File: config.mk
export PLATFORM = sky130hd
export DESIGN_NAME = evt_irq_agg
export DESIGN_NICKNAME = d
export VERILOG_FILES = /design/src/rtl/evt_irq_pkg.sv /design/src/rtl/evt_irq_regdec.sv /design/src/rtl/evt_irq_bank.sv /design/src/rtl/evt_irq_out.sv /design/src/rtl/evt_irq_agg.sv
export SDC_FILE = /design/constraint.sdc
export NUM_CORES = 1
export LEC_CHECK = 0
export CORE_ASPECT_RATIO = 1.4
export CORE_MARGIN = 2
export CORE_UTILIZATION = 55
export CTS_CLUSTER_SIZE = 40
export DETAILED_ROUTE_END_ITERATION = 12
export DONT_BUFFER_PORTS = 1
export PLACE_DENSITY = 0.7
export SLEW_MARGIN = 15
export SYNTH_ARGS = -nofsm -noshare
export SYNTH_HDL_FRONTEND = slang
export SYNTH_SLANG_ARGS = --single-unit
export TNS_END_PERCENT = 10
File: constraint.sdc
create_clock -name clk -period 2.1 [get_ports clk]
set_clock_uncertainty 0.2 [all_clocks]
set_input_delay 0.315 -clock clk [delete_from_list [all_inputs] [get_ports clk]]
set_output_delay 0.315 -clock clk [all_outputs]
set_load 0.005 [all_outputs]
File: src/rtl/evt_irq_pkg.sv
package evt_irq_pkg;
   // register select within a bank, taken from the two low word-address bits
   typedef enum logic [1:0] {
      RG_STAT    = 2'd0,
      RG_MASK    = 2'd1,
      RG_UNMASK  = 2'd2,
      RG_MASKSET = 2'd3
   } reg_sel_e;

   localparam int unsigned NUM_BANKS = 2;
   localparam int unsigned BANK_NORM = 0;
   localparam int unsigned BANK_ERR  = 1;
endpackage

File: src/rtl/evt_irq_regdec.sv
module evt_irq_regdec
   import evt_irq_pkg::*;
#(
   parameter int unsigned AW = 4,
   parameter int unsigned NB = 2,
   localparam int unsigned BW = (NB > 1) ? $clog2(NB) : 1
) (
   input  logic          bus_we,
   input  logic [AW-1:0] bus_addr,
   output logic          hit,
   output logic [BW-1:0] bank_idx,
   output reg_sel_e      rsel,
   output logic [NB-1:0] clr_we,
   output logic [NB-1:0] unmask_we,
   output logic [NB-1:0] maskset_we
);
   localparam int unsigned FIELD_W = 2 + BW;

   if (AW < FIELD_W) begin : g_bad_aw
      $error("evt_irq_regdec: AW too small for the bank map");
   end

   logic upper_zero;
   if (AW > FIELD_W) begin : g_upper
      assign upper_zero = ~|bus_addr[AW-1:FIELD_W];
   end else begin : g_no_upper
      assign upper_zero = 1'b1;
   end

   assign bank_idx = bus_addr[2 +: BW];
   assign rsel     = reg_sel_e'(bus_addr[1:0]);
   assign hit      = upper_zero && (int'(bank_idx) < int'(NB));

   for (genvar b = 0; b < NB; b++) begin : g_bank_we
      logic sel;
      assign sel           = bus_we && hit && (bank_idx == BW'(b));
      assign clr_we[b]     = sel && (rsel == RG_STAT);
      assign unmask_we[b]  = sel && (rsel == RG_UNMASK);
      assign maskset_we[b] = sel && (rsel == RG_MASKSET);
   end
endmodule

File: src/rtl/evt_irq_bank.sv
module evt_irq_bank #(
   parameter int unsigned DW = 32,
   parameter logic [DW-1:0] RST_MASK = '1
) (
   input  logic          clk,
   input  logic          rst_n,
   input  logic [DW-1:0] set_i,
   input  logic          clr_we,
   input  logic          unmask_we,
   input  logic          maskset_we,
   input  logic [DW-1:0] wdata,
   output logic [DW-1:0] st_o,
   output logic [DW-1:0] mk_o,
   output logic          pend_o
);
   logic [DW-1:0] clr_bits;

   // a set pulse is applied after the clear, so it wins on the same bit
   assign clr_bits = clr_we ? wdata : '0;

   always_ff @(posedge clk) begin
      if (!rst_n) begin
         st_o <= '0;
         mk_o <= RST_MASK;
      end else begin
         st_o <= (st_o & ~clr_bits) | set_i;
         if (unmask_we) begin
            mk_o <= mk_o & ~wdata;
         end else if (maskset_we) begin
            mk_o <= mk_o | wdata;
         end
      end
   end

   assign pend_o = |(st_o & ~mk_o);
endmodule

File: src/rtl/evt_irq_out.sv
module evt_irq_out #(
   parameter int unsigned NB = 2
) (
   input  logic          clk,
   input  logic          rst_n,
   input  logic [NB-1:0] pend,
   output logic          irq_o
);
   always_ff @(posedge clk) begin
      if (!rst_n) irq_o <= 1'b0;
      else        irq_o <= |pend;
   end
endmodule

File: src/rtl/evt_irq_agg.sv
module evt_irq_agg
   import evt_irq_pkg::*;
#(
   parameter int unsigned DW = 32,
   parameter int unsigned AW = 4,
   parameter logic [DW-1:0] NORM_MASK_RST = DW'(32'h07FF_FFFF),
   parameter logic [DW-1:0] ERR_MASK_RST  = DW'(32'hFFFF_FFFF)
) (
   input  logic          clk,
   input  logic          rst_n,
   input  logic          bus_we,
   input  logic [AW-1:0] bus_addr,
   input  logic [DW-1:0] bus_wdata,
   output logic [DW-1:0] bus_rdata,
   input  logic [DW-1:0] norm_evt,
   input  logic [DW-1:0] err_evt,
   output logic          irq_o
);
   localparam int unsigned NB = NUM_BANKS;
   localparam int unsigned BW = (NB > 1) ? $clog2(NB) : 1;

   if (DW < 1) begin : g_bad_dw
      $error("evt_irq_agg: DW must be at least 1");
   end

   logic          hit;
   logic [BW-1:0] bank_idx;
   reg_sel_e      rsel;
   logic [NB-1:0] clr_we, unmask_we, maskset_we, pend;
   logic [DW-1:0] bank_st [NB];
   logic [DW-1:0] bank_mk [NB];
   logic [DW-1:0] bank_set [NB];

   assign bank_set[BANK_NORM] = norm_evt;
   assign bank_set[BANK_ERR]  = err_evt;

   evt_irq_regdec #(.AW(AW), .NB(NB)) u_dec (
      .bus_we     (bus_we),
      .bus_addr   (bus_addr),
      .hit        (hit),
      .bank_idx   (bank_idx),
      .rsel       (rsel),
      .clr_we     (clr_we),
      .unmask_we  (unmask_we),
      .maskset_we (maskset_we)
   );

   for (genvar b = 0; b < NB; b++) begin : g_bank
      localparam logic [DW-1:0] RSTV = (b == BANK_NORM) ? NORM_MASK_RST : ERR_MASK_RST;
      evt_irq_bank #(.DW(DW), .RST_MASK(RSTV)) u_bank (
         .clk        (clk),
         .rst_n      (rst_n),
         .set_i      (bank_set[b]),
         .clr_we     (clr_we[b]),
         .unmask_we  (unmask_we[b]),
         .maskset_we (maskset_we[b]),
         .wdata      (bus_wdata),
         .st_o       (bank_st[b]),
         .mk_o       (bank_mk[b]),
         .pend_o     (pend[b])
      );
   end

   evt_irq_out #(.NB(NB)) u_out (
      .clk   (clk),
      .rst_n (rst_n),
      .pend  (pend),
      .irq_o (irq_o)
   );

   // readback: strobes and unmapped words return zero
   always_comb begin
      bus_rdata = '0;
      if (hit) begin
         case (rsel)
            RG_STAT: bus_rdata = bank_st[bank_idx];
            RG_MASK: bus_rdata = bank_mk[bank_idx];
            default: bus_rdata = '0;
         endcase
      end
   end
endmodule

==> impl_metrics.csv <==
group,metric,value,unit
clock_network,clock-sinks,129,
sta,timing.setup.tns,0,ns
critical_path,cp_common_cell,"dlygate4sd3_1",
route,drtAntennaViolNets,0,
route,routed_via_density,5.98,
clock_network,clock_path_buffers,2,
synthesis,synthAdderAreaFrac,0,%
critical_path,critical_path.max_stage_delay,1.05,ns
synthesis,async_reset_ff_share,0,%
synthesis,yosys.area_share.xor_xnor,0,%
synthesis,syn-cell-area,0.00653,mm2
synthesis,synth.most_common_cell,"nand2_1",
critical_path,cp_top_family,"buffers and inverters",
die,die_area,0.0128,mm2
sta,finalSetupViolations,0,
synthesis,syn_nets,911,
place,detailed_place_hpwl,12400,um
grt,grt_max_degree,95,
job,maxCapViolCount,0,
clock_network,clk-insertion-delay-late,0.41,ns
clock_network,cts_buffers,17,
grt,antenna_found_initial,0,
route,firstDrtPassIters,6,
synthesis,ys_ff_latch,129,
route,drcViolationCount,0,
power_and_ir_drop,p_leak,3.79,nW
die,core.rowCount,47,
clock_network,holdBufCountCts,161,
place,place_congestion,0.929,
sta,fin_crit,2.03,ns
critical_path,crit_chain,"dlygate4sd3_1 -> mux2i_1 -> dlygate4sd3_1 -> nand2_1",
synthesis,synth_warnings,0,
place,port_buffers,0,
critical_path,worstSetupPathType,"input port to flip-flop",
cells_and_area,layout-drive-gt1-share,5.01,%
route,vias,6604,
die,start_util,55.8,%
critical_path,end_kind,"flip-flop",
critical_path,critPathRequiredTime,2.25,ns
power_and_ir_drop,power-per-cell-area,735,mW/mm2
critical_path,worstPathArrival,2.17,ns
clock_network,clk_pin_slew,0.06,ns
synthesis,synth_top_family_by_area,"simple AND/OR/NAND/NOR gates",
power_and_ir_drop,ir_worst_vdd,0.520,mV
grt,grt_pass1_wl,33400,um
die,dieHeight,133,um
clock_network,cts_tree,"yes",
grt,grtUsageTotal,33.7,%
synthesis,yosys.area_share.simple,21.9,%
synthesis,synthMuxAreaShare,14.7,%
critical_path,worst-path-buf-inv,2,
grt,grt_pass1_vias,6693,
power_and_ir_drop,total_power,6.48,mW
route,wire_per_inst,19.6,um
clock_network,root_buffer,"clkbuf_16",
sta,slew_viol_final,0,
critical_path,crit_path_start_kind,"input port",
clock_network,cts_max_level,4,
synthesis,yosysTopAreaCell,"dfxtp_1",
clock_network,post-cts-setup-buffers,0,
die,ios,136,
status,status,"finished, final reports clean",
sta,maxClockFrequency,0.493,GHz
synthesis,synth.avg_cell_area,8.08,um2
die,die_w,96.1,um
worst_hold_path,hp-class,"input port to flip-flop",
synthesis,synth_common_cells,"nand2_1, dfxtp_1, mux2i_1, nand3_1, inv_1",
critical_path,slowest_stage,"dlygate4sd3_1",
synthesis,ys_top_cells_by_area,"dfxtp_1, mux2i_1, nand2_1",
route,wl,21600,um
clock_network,cts-resized-gates,0,
sta,hold_viol_final,0,
synthesis,ys_types,32,
critical_path,path_max_fanout,50,
sta,timing.hold.ws,0.0771,ns
grt,grt_remaining_overflow,0,
sta,relSlewSlack,47.4,%
cells_and_area,nets,1048,
die,core-area,0.0117,mm2
synthesis,syn-instance-count,808,
sta,worstMarginPinSlew,0.786,ns
cells_and_area,area_delta_synth_final,34.9,%
route,drtIter0Drc,643,
synthesis,synth_top_area_share,39.5,%
sta,timing.final.crit_share,96.6,%
sta,rsz0062_at_grt,"false",
cells_and_area,diodes,0,
synthesis,seq_area_frac_synth,39.5,%
synthesis,synth_edf_count,0,
cells_and_area,fillers,808,
synthesis,synth_flop_cell,"dfxtp_1",
synthesis,synth_compound_area_share,16.1,%
## final timing paths
check | from | endpoint | slack, ns | depth (start not counted)
max | bus_addr[0] | flip-flop | 0.07 | 4
min | rst_n | flip-flop | 0.08 | 2
max reg2reg | flip-flop | u_out.irq_o | 0.35 | 5
min reg2reg | flip-flop | flip-flop | 0.28 | 2
## placed cells by master (no fill, tap or decap), drive strengths merged, types with 3 or more instances in the layout
cell and count:
nor2 8, nand2b 7, nor2b 33, bufinv 3, buf 13, o22ai 48
clkinvlp 3, nand3 60, clkinv 3, and2 26, o21a 32, nand2 161
clkbuf 23, o22a 6, a21oi 55, a21boi 14, inv 58, nor4 3
dfxtp 129, mux2i 96, a221oi 6, dlygate4sd3 160
## through the flow
step                      util, %  worst slack [ns]  std cells  area (um2)
after global placement       56.1             0.388        912        6560
final                        75.3            0.0724       1105        8810
after floorplan                 -             0.395        808        6530
after CTS                    75.3             0.103       1105        8810
after global routing         75.3            0.0371       1105        8810
after detailed placement     56.1             0.352        912        6560
## power by group
part	internal [mW]	switching [mW]	leakage, nW
Combinational	0.389	0.330	2.42
Clock	2.02	1.09	0.301
Sequential	2.56	0.0917	1.07
## final cells by class
type                       instances  area [um2]  share of cell area [%]
clock buffer                      23         498                    5.65
clock inverter                     9         128                    1.45
inverter                          58         218                    2.47
multi-input combinational        566        3450                    39.1
sequential                       129        2580                    29.3
tap                              147         184                    2.09
timing repair buffer             173        1760                    19.9
## metal layers
metal | global-route usage (%) | vias up | wire length, um
met5 | 0 | - | 0
met4 | 16.3 | 0 | 871
met3 | 6.44 | 72 | 1830
met2 | 56.6 | 369 | 10700
met1 | 40.3 | 3128 | 8280
li1 | - | 3035 | -
## cell families after synthesis
group,count (synthesis)
AOI/OAI and AO/OA,164
and+or+nand+nor,306
muxes,96
buffers and inverters,113
DFF,129
(Power assumes the default switching activity.)
